<file path="config.mk">
export PLATFORM = sky130hd
export DESIGN_NAME = spi_dual_ctrl
export DESIGN_NICKNAME = d
export VERILOG_FILES = /design/src/rtl/spi_dual_pkg.sv /design/src/rtl/spi_dual_sync.sv /design/src/rtl/spi_dual_tick.sv /design/src/rtl/spi_dual_shift.sv /design/src/rtl/spi_dual_ctrl.sv
export SDC_FILE = /design/constraint.sdc
export NUM_CORES = 1
export LEC_CHECK = 0
export BUFFER_PORTS_ARGS = -buffer_cell sky130_fd_sc_hd__buf_4
export CAP_MARGIN = 10
export CORE_MARGIN = 2
export CORE_UTILIZATION = 55
export CTS_BUF_LIST = sky130_fd_sc_hd__clkbuf_16
export DETAILED_ROUTE_END_ITERATION = 8
export PLACE_DENSITY = 0.8
export SLEW_MARGIN = 20
export SYNTH_ARGS = -nofsm -noshare
export SYNTH_HDL_FRONTEND = slang
export SYNTH_SLANG_ARGS = --single-unit
</file>
<file path="constraint.sdc">
create_clock -name clk_i -period 8.3 [get_ports clk_i]
set_input_delay 0.83 -clock clk_i [delete_from_list [all_inputs] [get_ports clk_i]]
set_output_delay 0.83 -clock clk_i [all_outputs]
set_load 0.005 [all_outputs]
</file>
<file path="src/rtl/spi_dual_pkg.sv">
package spi_dual_pkg;
  localparam int unsigned DW   = 32;
  localparam int unsigned DIVW = 8;
  localparam int unsigned CNTW = $clog2(DW + 1);
  localparam int unsigned EW   = CNTW + 1;

  localparam int CTL_EN    = 0;
  localparam int CTL_MSTR  = 1;
  localparam int CTL_CPOL  = 2;
  localparam int CTL_CPHA  = 3;
  localparam int CTL_DMISO = 5;
  localparam int CTL_OPD   = 6;
  localparam int CTL_WL    = 8;
  localparam int CTL_DIV   = 16;
  localparam logic [DW-1:0] CTL_MASK = 32'h00FF_036F;

  typedef enum logic [1:0] {
    A_CTRL = 2'd0,
    A_TX   = 2'd1,
    A_RX   = 2'd2,
    A_STAT = 2'd3
  } reg_addr_e;

  function automatic logic [CNTW-1:0] word_bits(input logic [1:0] sel);
    case (sel)
      2'd0:    word_bits = CNTW'(8);
      2'd1:    word_bits = CNTW'(16);
      default: word_bits = CNTW'(32);
    endcase
  endfunction
endpackage

</file>
<file path="src/rtl/spi_dual_sync.sv">
module spi_dual_sync #(
  parameter int unsigned STAGES = 2
) (
  input  logic clk_i,
  input  logic rst_ni,
  input  logic sck_i,
  input  logic ss_ni,
  input  logic cpol_i,
  output logic ss_hi_o,
  output logic lead_o,
  output logic trail_o
);
  logic [STAGES-1:0] sck_ff, ss_ff;
  logic sck_d, sck_s, rise, fall;

  always_ff @(posedge clk_i or negedge rst_ni) begin
    if (!rst_ni) begin
      sck_ff <= '0;
      ss_ff  <= '1;
      sck_d  <= 1'b0;
    end else begin
      sck_ff <= {sck_ff[STAGES-2:0], sck_i};
      ss_ff  <= {ss_ff[STAGES-2:0], ss_ni};
      sck_d  <= sck_ff[STAGES-1];
    end
  end

  assign sck_s   = sck_ff[STAGES-1];
  assign ss_hi_o = ss_ff[STAGES-1];
  assign rise    = sck_s & ~sck_d;
  assign fall    = ~sck_s & sck_d;
  // deselected slave sees no edges at all
  assign lead_o  = ~ss_hi_o & (cpol_i ? fall : rise);
  assign trail_o = ~ss_hi_o & (cpol_i ? rise : fall);
endmodule

</file>
<file path="src/rtl/spi_dual_tick.sv">
module spi_dual_tick #(
  parameter int unsigned DIVW = 8,
  parameter int unsigned EW   = 7
) (
  input  logic            clk_i,
  input  logic            rst_ni,
  input  logic            start_i,
  input  logic            abort_i,
  input  logic [DIVW-1:0] div_i,
  input  logic [EW-1:0]   edges_i,
  input  logic            cpol_i,
  output logic            sck_o,
  output logic            lead_o,
  output logic            trail_o,
  output logic            busy_o
);
  logic            busy_q, ph_q, tick;
  logic [DIVW-1:0] div_q;
  logic [EW-1:0]   ecnt_q;

  assign tick = busy_q && (div_q == div_i);

  always_ff @(posedge clk_i or negedge rst_ni) begin
    if (!rst_ni) begin
      busy_q <= 1'b0;
      ph_q   <= 1'b0;
      div_q  <= '0;
      ecnt_q <= '0;
    end else if (abort_i) begin
      busy_q <= 1'b0;
      ph_q   <= 1'b0;
      div_q  <= '0;
      ecnt_q <= '0;
    end else if (start_i && !busy_q) begin
      busy_q <= 1'b1;
      ph_q   <= 1'b0;
      div_q  <= '0;
      ecnt_q <= '0;
    end else if (tick) begin
      div_q  <= '0;
      ph_q   <= ~ph_q;
      ecnt_q <= ecnt_q + 1'b1;
      if (ecnt_q == edges_i - 1'b1) busy_q <= 1'b0;
    end else if (busy_q) begin
      div_q <= div_q + 1'b1;
    end
  end

  assign sck_o   = cpol_i ^ ph_q;
  assign lead_o  = tick & ~ecnt_q[0];
  assign trail_o = tick & ecnt_q[0];
  assign busy_o  = busy_q;

  p_idle_level_r1: assert property (@(posedge clk_i) disable iff (!rst_ni)
    !busy_q |-> !ph_q);
  p_half_period_r2: assert property (@(posedge clk_i) disable iff (!rst_ni)
    (busy_q && !tick && !abort_i) |=> $stable(ph_q));
endmodule

</file>
<file path="src/rtl/spi_dual_shift.sv">
module spi_dual_shift import spi_dual_pkg::*; (
  input  logic          clk_i,
  input  logic          rst_ni,
  input  logic          load_i,
  input  logic [DW-1:0] tx_i,
  input  logic [1:0]    wsel_i,
  input  logic          cpha_i,
  input  logic          lead_i,
  input  logic          trail_i,
  input  logic          din_i,
  output logic          dout_o,
  output logic          done_o,
  output logic [DW-1:0] rx_o
);
  logic [DW-1:0]   sh_q, rx_sh_q, rx_q, tx_al, rx_next;
  logic [CNTW-1:0] cnt_q, len;
  logic            done_q, cap, lau, active, last;

  assign len     = word_bits(wsel_i);
  assign active  = cnt_q < len;
  assign last    = cnt_q == len - 1'b1;
  assign cap     = active & (cpha_i ? trail_i : lead_i);
  // phase 1: the first leading edge presents the MSB that is already loaded
  assign lau     = active & (cpha_i ? (lead_i && cnt_q != '0) : trail_i);
  assign rx_next = {rx_sh_q[DW-2:0], din_i};

  always_comb begin
    case (wsel_i)
      2'd0:    tx_al = {tx_i[7:0], {(DW-8){1'b0}}};
      2'd1:    tx_al = {tx_i[15:0], {(DW-16){1'b0}}};
      default: tx_al = tx_i;
    endcase
  end

  always_ff @(posedge clk_i or negedge rst_ni) begin
    if (!rst_ni) begin
      sh_q    <= '0;
      rx_sh_q <= '0;
      rx_q    <= '0;
      cnt_q   <= '0;
      done_q  <= 1'b0;
    end else begin
      done_q <= 1'b0;
      if (load_i) begin
        sh_q    <= tx_al;
        rx_sh_q <= '0;
        cnt_q   <= '0;
      end else begin
        if (lau) sh_q <= {sh_q[DW-2:0], 1'b0};
        if (cap) begin
          rx_sh_q <= rx_next;
          cnt_q   <= cnt_q + 1'b1;
          if (last) begin
            rx_q   <= rx_next;
            done_q <= 1'b1;
          end
        end
      end
    end
  end

  assign dout_o = sh_q[DW-1];
  assign done_o = done_q;
  assign rx_o   = rx_q;
endmodule

</file>
<file path="src/rtl/spi_dual_ctrl.sv">
module spi_dual_ctrl import spi_dual_pkg::*; #(
  parameter int unsigned SYNC_STAGES = 2
) (
  input  logic          clk_i,
  input  logic          rst_ni,
  input  logic          reg_we_i,
  input  logic [1:0]    reg_addr_i,
  input  logic [DW-1:0] reg_wdata_i,
  output logic [DW-1:0] reg_rdata_o,
  output logic          sck_o,
  output logic          sck_oe_o,
  input  logic          sck_i,
  input  logic          ss_ni,
  output logic          mosi_o,
  output logic          mosi_oe_o,
  input  logic          mosi_i,
  output logic          miso_o,
  output logic          miso_oe_o,
  input  logic          miso_i
);
  logic [DW-1:0]   ctrl_q, tx_q, rx_word, sh_tx;
  logic            done_q, mm_err_q;
  logic            is_mstr, is_slv, ss_hi, s_lead, s_trail, m_lead, m_trail, m_sck, busy;
  logic            lead, trail, start, mm_hit, load, sh_done, sh_dout, miso_drv;
  logic            we_ctrl, we_tx, we_stat, tx_acc, clr_done;
  logic [1:0]      wsel;
  logic [CNTW-1:0] len;
  logic [DIVW-1:0] div;

  assign is_mstr  = ctrl_q[CTL_EN] & ctrl_q[CTL_MSTR];
  assign is_slv   = ctrl_q[CTL_EN] & ~ctrl_q[CTL_MSTR];
  assign wsel     = ctrl_q[CTL_WL +: 2];
  assign div      = ctrl_q[CTL_DIV +: DIVW];
  assign len      = word_bits(wsel);
  assign we_ctrl  = reg_we_i && (reg_addr_i == A_CTRL);
  assign we_tx    = reg_we_i && (reg_addr_i == A_TX);
  assign we_stat  = reg_we_i && (reg_addr_i == A_STAT);
  assign tx_acc   = we_tx && !busy;
  assign clr_done = tx_acc || (we_stat && reg_wdata_i[0]);
  assign start    = tx_acc && is_mstr;
  assign mm_hit   = is_mstr && !ss_hi;

  always_ff @(posedge clk_i or negedge rst_ni) begin
    if (!rst_ni) begin
      ctrl_q   <= '0;
      tx_q     <= '0;
      done_q   <= 1'b0;
      mm_err_q <= 1'b0;
    end else begin
      if (we_ctrl) ctrl_q <= reg_wdata_i & CTL_MASK;
      if (mm_hit) ctrl_q[CTL_EN] <= 1'b0;
      if (tx_acc) tx_q <= reg_wdata_i;
      if (sh_done) done_q <= 1'b1;
      else if (clr_done) done_q <= 1'b0;
      if (mm_hit) mm_err_q <= 1'b1;
      else if (we_stat && reg_wdata_i[1]) mm_err_q <= 1'b0;
    end
  end

  spi_dual_sync #(.STAGES(SYNC_STAGES)) u_sync (
    .clk_i, .rst_ni, .sck_i, .ss_ni,
    .cpol_i (ctrl_q[CTL_CPOL]),
    .ss_hi_o(ss_hi), .lead_o(s_lead), .trail_o(s_trail)
  );

  spi_dual_tick #(.DIVW(DIVW), .EW(EW)) u_tick (
    .clk_i, .rst_ni,
    .start_i(start), .abort_i(mm_hit), .div_i(div),
    .edges_i({len, 1'b0}), .cpol_i(ctrl_q[CTL_CPOL]),
    .sck_o(m_sck), .lead_o(m_lead), .trail_o(m_trail), .busy_o(busy)
  );

  assign lead  = is_mstr ? m_lead  : (is_slv & s_lead);
  assign trail = is_mstr ? m_trail : (is_slv & s_trail);
  assign load  = start | (is_slv & ss_hi);
  assign sh_tx = start ? reg_wdata_i : tx_q;

  spi_dual_shift u_shift (
    .clk_i, .rst_ni,
    .load_i(load), .tx_i(sh_tx), .wsel_i(wsel), .cpha_i(ctrl_q[CTL_CPHA]),
    .lead_i(lead), .trail_i(trail), .din_i(is_mstr ? miso_i : mosi_i),
    .dout_o(sh_dout), .done_o(sh_done), .rx_o(rx_word)
  );

  always_comb begin
    case (reg_addr_i)
      A_CTRL:  reg_rdata_o = ctrl_q;
      A_TX:    reg_rdata_o = tx_q;
      A_RX:    reg_rdata_o = rx_word;
      default: reg_rdata_o = {{(DW-3){1'b0}}, busy, mm_err_q, done_q};
    endcase
  end

  // raw select gates the driver so the first bit appears without sync delay
  assign miso_drv  = is_slv & ~ss_ni & ~ctrl_q[CTL_DMISO];
  assign sck_o     = m_sck;
  assign sck_oe_o  = is_mstr;
  assign mosi_o    = sh_dout;
  assign mosi_oe_o = is_mstr;
  assign miso_o    = ctrl_q[CTL_OPD] ? 1'b0 : sh_dout;
  assign miso_oe_o = miso_drv & (~ctrl_q[CTL_OPD] | ~sh_dout);

  p_mm_abort_r5: assert property (@(posedge clk_i) disable iff (!rst_ni)
    mm_hit |=> (mm_err_q && !ctrl_q[CTL_EN] && !sck_oe_o && !busy));
  p_one_driver_r8: assert property (@(posedge clk_i) disable iff (!rst_ni)
    !(mosi_oe_o && miso_oe_o));
  p_ss_ignore_r6: assert property (@(posedge clk_i) disable iff (!rst_ni)
    (is_slv && ss_hi && $past(ss_hi) && $past(is_slv)) |-> !sh_done);
  p_done_sticky_r11: assert property (@(posedge clk_i) disable iff (!rst_ni)
    (done_q && !clr_done) |=> done_q);
  p_od_release_r10: assert property (@(posedge clk_i) disable iff (!rst_ni)
    (ctrl_q[CTL_OPD] && miso_oe_o) |-> !miso_o);
endmodule

</file>
==> results of run 1 <==
registers in the layout, summed over array words and instances, names as in the netlist:
signal / count
tx_q: 32
u_shift.rx_o: 32
u_shift.sh_q: 32
u_shift.rx_sh_q: 31
ctrl_q: 16
u_tick.div_q: 8
u_tick.ecnt_q: 7
u_shift.cnt_q: 6
u_sync.sck_ff: 2
u_sync.ss_ff: 2
done_q: 1
mm_err_q: 1
u_shift.done_o: 1
u_sync.sck_d: 1
u_tick.busy_o: 1
u_tick.ph_q: 1
power by group:
group	switching (mW)	internal [mW]	leakage, nW	total [mW]
sequential	0.163	1.02	2.28	1.19
combinational	0.349	0.274	2.26	0.623
clock	0.363	0.393	0.276	0.756
layout make-up:
cell class	count	area, µm²	share of cell area
Tap cell	211	264	0.0264
Clock inverter	15	131	0.0132
Sequential cell	174	4360	0.436
Inverter	12	45.0	0.00451
Timing Repair Buffer	90	692	0.0693
Multi-Input combinational cell	622	4070	0.407
Clock buffer	17	425	0.0426
cell usage after synthesis (5+ instances only):
| library cell | number | share of area |
|---|---|---|
| ha_1 | 9 | 0.013 |
| nand4_1 | 9 | 0.0065 |
| buf_2 | 18 | 0.010 |
| mux2_2 | 20 | 0.026 |
| nor2_1 | 32 | 0.014 |
| a21oi_1 | 22 | 0.013 |
| nor3_1 | 6 | 0.0035 |
| a221oi_1 | 7 | 0.0071 |
| xnor2_1 | 15 | 0.015 |
| mux4_2 | 5 | 0.013 |
| nor2b_1 | 5 | 0.0036 |
| a22o_1 | 20 | 0.020 |
| xor2_1 | 14 | 0.014 |
| dfrtp_1 | 172 | 0.49 |
| clkbuf_1 | 31 | 0.013 |
| nand3_1 | 17 | 0.0098 |
| inv_1 | 12 | 0.0052 |
| nand2_1 | 237 | 0.10 |
| o22ai_1 | 12 | 0.0086 |
| mux2i_1 | 59 | 0.068 |
| o21ai_0 | 64 | 0.037 |
| mux2_4 | 30 | 0.052 |
routing by layer:
layer | wire length (µm) | vias to the layer above | part of all wire | GRT usage
met5 | 0 | - | 0 | 0
met1 | 9820 | 3355 | 0.44 | 0.405
met3 | 1470 | 37 | 0.065 | 0.0574
met2 | 10700 | 238 | 0.47 | 0.431
met4 | 539 | 0 | 0.024 | 0.0930
li1 | - | 3086 | - | -
worst min-delay path by stage:
stage,from,end,depth (start not counted)
floorplan,u_sync.sck_ff[0],u_sync.sck_ff[1],0
global placement,u_sync.sck_ff[0],u_sync.sck_ff[1],0
detailed placement,u_sync.sck_ff[0],u_sync.sck_ff[1],0
CTS,u_sync.sck_ff[0],u_sync.sck_ff[1],0
global route,u_sync.sck_ff[0],u_sync.sck_ff[1],0
finish,u_sync.sck_ff[0],u_sync.sck_ff[1],0
metrics by stage:
stage / std cells / total power, mW
after floorplan: 864 / 1.55
after global placement: 1108 / 1.78
after detailed placement: 1108 / 1.81
after CTS: 1140 / 2.56
after global routing: 1141 / 2.70
final: 1141 / 2.57
worst max-delay path: stages (launching register included):
cell and delay [ns]:
dfrtp_1 0.47, nor2_1 0.14, inv_1 0.10, ha_1 0.61
inv_1 0.39, ha_1 0.40, a21oi_1 0.16, o21ai_0 0.16
nor4_2 0.29, a41o_2 0.80, and4_4 0.79, mux2_2 0.40
logic make-up (layout without fill, tap and decap cells):
logic type,after synthesis,count (layout),synth area share
AOI/OAI and AO/OA,145,145,0.104
xor gates and xnor gates,29,29,0.0292
adders and majority gates,9,9,0.0129
buffers and inverters,68,134,0.0371
DFF,174,174,0.501
muxes,114,114,0.159
and+or+nand+nor,325,325,0.157
==> impl_results.md, run 1 <==
* YS warnings at 0
* Max FO, Critical Path at 68
* LEAKAGE at 4.82 nW
* Cell Area, Synth at 8700 µm²
* Clk Latency, worst-skew pair at 0.44 ns
* Crit path to: u_shift.rx_o[0]
* GRT overflow at 0
* Final antenna-violating net count at 0
* Clk pin slew, worst setup/hold paths at 0.07 ns
* Post-synth EDFFs at 0
* CP startpoint: ctrl_q[8]
* Vias in the first global route at 6,492
* Critical path launch point type: flip-flop
* CP Data Arrival Time at 5.19 ns
* CTS Buf Count at 17
* TritonCTS clock tree: done
* Cell area power density at 257 nW/µm²
* Count of final hold-check violations at 0
* Filler cells at 1,266
* Clk buf depth at 2
* Final period util at 0.586
* I/O pin total at 79
* Routed length per instance at 19.7 µm
* Status: finished clean
* Total die area at 16,800 µm²
* Antenna violations before repair at 0
* Final HPWL from detailed placement at 15.4 mm
* Max H-tree Level at 4
* Final Instance Area at 9980 µm²
* Drt first pass iters at 5
* Hold_buf cts at 0
* Dominant synthesized flop cell: dfrtp_1
* Worst endpoint required time at 8.62 ns
* Die X at 130 µm
* Post-route DRC at 0
* Final setup violation count at 0
* Gate Count Post-Synth at 864
* Vias at 6,716
* Syn_nets at 914
* Layout Nets at 967
* Post-synthesis sequential area ratio at 0.501
* Initial drt markers at 780
* Initial core utilization at 0.568
* Post-Place Cell Area at 9400 µm²
* Hold_ws at 0.359 ns
* Worst R2R End: u_shift.rx_o[0]
* Crit. End Element: flip-flop
* Commonest cells after routing, fill and taps aside: nand2_1, dfrtp_1, buf_4
* Port Buffers at 78
* Period minus WS final at 4.87 ns
* Vias per inst at 5.89
* Final Util at 0.652
* Post-CTS Setup Repair Bufs at 0
* Dpl ws at 3.52 ns
* Post_cts resized at 0
* Syn-to-layout area delta at 14.8%
* CP Class: reg2reg
* Post-Route WL at 22.5 mm
* Register bit total from synthesis at 174
* Post-Syn Area per Cell at 10.1 µm²
* Unique masters post-synth at 54
* Least-Margin Pin Slew at 0.977 ns
* R2R cell count at 11
* Min-delay worst type: reg2reg
* Post-synth ARST share at 1.00
* Reg2reg setup slack at 3.43 ns
* VDD IR max at 0.203 mV
* Final worst slack at 3.43 ns
* Most common cell after layout, fill and taps aside: nand2_1
* Setup_tns at 0 ns
* Largest net degree at the start of global routing at 94
* Slew HR at 0.349
* Clock root cell: clkbuf_16
* Die Ht at 130 µm
* Clock Skew at 0.0102 ns
* Row cnt at 45
* Clock sinks at 174
* Fin. max-slew vios at 0
* Max-cap viol count at 0
* Highest achievable clock rate at 206 MHz
* RSZ-0062 raised after global routing: false
* RD Place Congestion at 0.902
* First-pass GRT wire length at 35.5 mm
* Core ar. at 15,300 µm²
* Critical R2R Launch: ctrl_q[8]
* Antenna cells at 0
* Total Routing Usage GR at 0.281
* Share of layout cells above drive strength 1 at 0.202
(Power assumes the default switching activity.)
==> run 2, diff against run 1 <==
- ABC_AREA: unset -> 1
- clock period: 8.3 -> 5.05 ns (I/O delays scaled with it)
==> impl_results.md, run 2 <==
* Die X at 131 µm (+0.86%)
* Post-synth ARST share at 1.00 (unchanged)
* Total die area at 17,100 µm² (+1.7%)
* Post-route DRC at 0 (unchanged)
* Status: finished clean
* LEAKAGE at 4.89 nW (+1.6%)
* Crit. End Element: flip-flop
* Most frequent cells after synthesis: nand2_1, dfrtp_1, nand3_1
* Cell Area, Synth at 8850 µm² (+1.8%)
* Post-route insts no fill at 1,400 (+23%)
* Post-synth EDFFs at 0 (unchanged)
* Worst endpoint required time at 5.34 ns (-3.28 ns)
* Critical path launch point type: flip-flop
* I/O pin total at 79 (unchanged)
* Most common cell in the synthesized netlist: nand2_1
* Synth area leader: dfrtp_1
* RSZ-0062 raised after global routing: false
* Placed Cells at 1,368 (+23%)
* Max-cap viol count at 0 (unchanged)
* Crit-path most repeated cell: nand2_1
* Max FO, Critical Path at 33 (-51%)
* Final period util at 0.808 (+0.222)
* Worst path cell trace: nand2_1 -> ha_1 -> clkinv_1 -> ha_1 -> nand2_1 -> nor2_1 -> a211oi_1 -> nand2_2 -> clkinv_1 -> nand2_2 -> nand2_1 -> o21ai_1
* Slowest cell on crit path: nand2_1
* Post-synthesis sequential area ratio at 0.492 (-0.00871)
* Setup_tns at 0 ns (unchanged)
* Count of final hold-check violations at 0 (unchanged)
* Clk Latency, worst-skew pair at 0.44 ns (about the same)
* Clock sinks at 174 (unchanged)
* Final antenna-violating net count at 0 (unchanged)
* Least-Margin Pin Slew at 1.02 ns (+0.0453 ns)
* Yosys top cell area share at 0.486 (-0.00861)
* Dominant synthesized flop cell: dfrtp_1
* Die Ht at 131 µm (+0.86%)
* Dominant cells by area after synthesis: dfrtp_1, nand2_1, nand3_1, o21ai_0, inv_1
* VDD IR max at 0.285 mV (+40%)
* Vias per inst at 5.80 (-1.5%)
* Largest net degree at the start of global routing at 101 (+7.4%)
* Fin. max-slew vios at 0 (unchanged)
* Highest achievable clock rate at 245 MHz (+19%)
* Clock root cell: clkbuf_16
* Hold_buf cts at 0 (unchanged)
* Max incr delay on CP at 0.77 ns (-0.03 ns)
* CTS Buf Count at 17 (unchanged)
* Post_cts resized at 0 (unchanged)
* Register bit total from synthesis at 174 (unchanged)
* Slew HR at 0.318 (-0.0309)
* Gate Count Post-Synth at 1,123 (+30%)
* Post-Route WL at 24.3 mm (+7.7%)
* First-pass GRT wire length at 38.8 mm (+9.3%)
* Initial drt markers at 1,020 (+31%)
* Min-delay worst type: in2async
* Vias in the first global route at 7,643 (+18%)
* Final Util at 0.639 (-0.0129)
* Most common cell after layout, fill and taps aside: nand2_1
* Layout Nets at 1,221 (+26%)
* Initial core utilization at 0.559 (-0.00868)
* Max H-tree Level at 4 (unchanged)
* CP Data Arrival Time at 4.37 ns (-0.82 ns)
* Clock Skew at 0.0101 ns (-0.0000791 ns)
* Antenna violations before repair at 1 (+1)
* Post-Syn Area per Cell at 7.88 µm² (-22%)
* Core ar. at 15,800 µm² (+3.3%)
* Unique masters post-synth at 44 (-19%)
* Area of the multi-input gates at 3810 µm² (-6.4%)
* Drt first pass iters at 7 (+2)
* Cell area power density at 443 nW/µm² (+72%)
* CP Class: reg2reg
* CP bufs+invs at 2 (unchanged)
* Row cnt at 46 (+2.2%)
* Clk pin slew, worst setup/hold paths at 0.07 ns (about the same)
* Share of layout cells above drive strength 1 at 0.126 (-0.0763)
* YS warnings at 0 (unchanged)
* Syn-to-layout area delta at 14.3%
* RD Place Congestion at 0.919 (+1.9%)
* Routed length per instance at 17.3 µm (-12%)
* Commonest cells after routing, fill and taps aside: nand2_1, dfrtp_1, nand3_1
* Period minus WS final at 4.08 ns (-0.786 ns)
* GRT overflow at 0 (unchanged)
* Port Buffers at 78 (unchanged)
* Clk buf depth at 2 (unchanged)
* Post-CTS Setup Repair Bufs at 0 (unchanged)
* Vias at 8,115 (+21%)
* Filler cells at 1,380 (+9.0%)
* Family with the most delay on the worst path: simple AND/OR/NAND/NOR gates
* Final HPWL from detailed placement at 16.2 mm (+4.9%)
* Register Area at 4360 µm² (unchanged)
* Antenna cells at 0 (unchanged)
* Total Routing Usage GR at 0.296 (+0.0145)
* Final setup violation count at 0 (unchanged)
* Syn_nets at 1,173 (+28%)
* TritonCTS clock tree: done
[run 2: cell count changes after synthesis, sizes merged, moves of 13 or more]
cell,delta
mux2,-50
nor2,+21
mux2i,-59
nand3,+127
nand2,+96
a22o,-13
buf,+14
inv,+86
o21ai,+97
[run 2: final timing paths]
kind	startpoint	end	slack, ns	cells after the start
min in group clk_i	sck_i	u_sync.sck_ff[0]	0.18	1
setup reg to reg	ctrl_q[8]	u_shift.rx_sh_q[21]	0.97	12
hold / removal	rst_ni	u_tick.div_q[4]	0.18	1
hold reg to reg	u_sync.ss_ff[0]	u_sync.ss_ff[1]	0.36	0
setup / recovery	ctrl_q[8]	u_shift.rx_sh_q[21]	0.97	12
max in group asynchronous	rst_ni	u_shift.sh_q[22]	3.78	2
[run 2: per-stage QoR]
stage / hold slack, ns / total power [mW] / worst slack, ns / cell area (µm²)
after detailed placement: 0.347 / 3.04 / 1.14 / 9480
after global placement: 0.335 / 3.00 / 1.35 / 9480
after global routing: 0.165 / 4.72 / 0.683 / 10100
after CTS: 0.171 / 4.46 / 1.05 / 10100
after floorplan: 0.209 / 2.65 / 2.65 / 8850
final: 0.177 / 4.48 / 0.969 / 10100
[run 2: power breakdown]
part	total [mW]	switching, mW	internal (mW)	leakage, nW
Clock	1.42	0.550	0.869	0.320
Sequential	1.86	0.186	1.68	2.15
Combinational	1.20	0.780	0.415	2.43
Total	4.48	1.52	2.96	4.89
[run 2: cells by family after synthesis]
kind of cell / Yosys count / share of synthesized area
xor gates and xnor gates: 15 / 0.0148
adders and majority gates: 9 / 0.0127
buffers and inverters: 160 / 0.0773
and+or+nand+nor: 550 / 0.270
AOI/OAI and AO/OA: 215 / 0.132
DFF: 174 / 0.492
[run 2: final cells by class]
cell class                 count  area share
inverter                     100      0.0371
clock buffer                  17      0.0421
multi-input combinational    789       0.377
clock inverter                15      0.0202
sequential                   174       0.431
tap                          216      0.0267
timing repair buffer          89      0.0664
[run 2: worst reg2reg max path: cells and delay by family, from the launching register on]
kind                     cells  cell delay [ns]
buffers and inverters        2             0.51
AND/OR/NAND/NOR              6             1.62
flip-flops                   1             0.41
AO/OA/AOI/OAI                2             0.47
adder cells (fa/ha/maj)      2             0.93
[run 2: per-layer routing]
layer / vias to the layer above / track usage / wire (µm)
met1: 3918 / 0.407 / 10500
met3: 55 / 0.0745 / 1940
met5: - / 0 / 11
met4: 2 / 0.118 / 662
met2: 353 / 0.452 / 11200
li1: 3787 / - / -
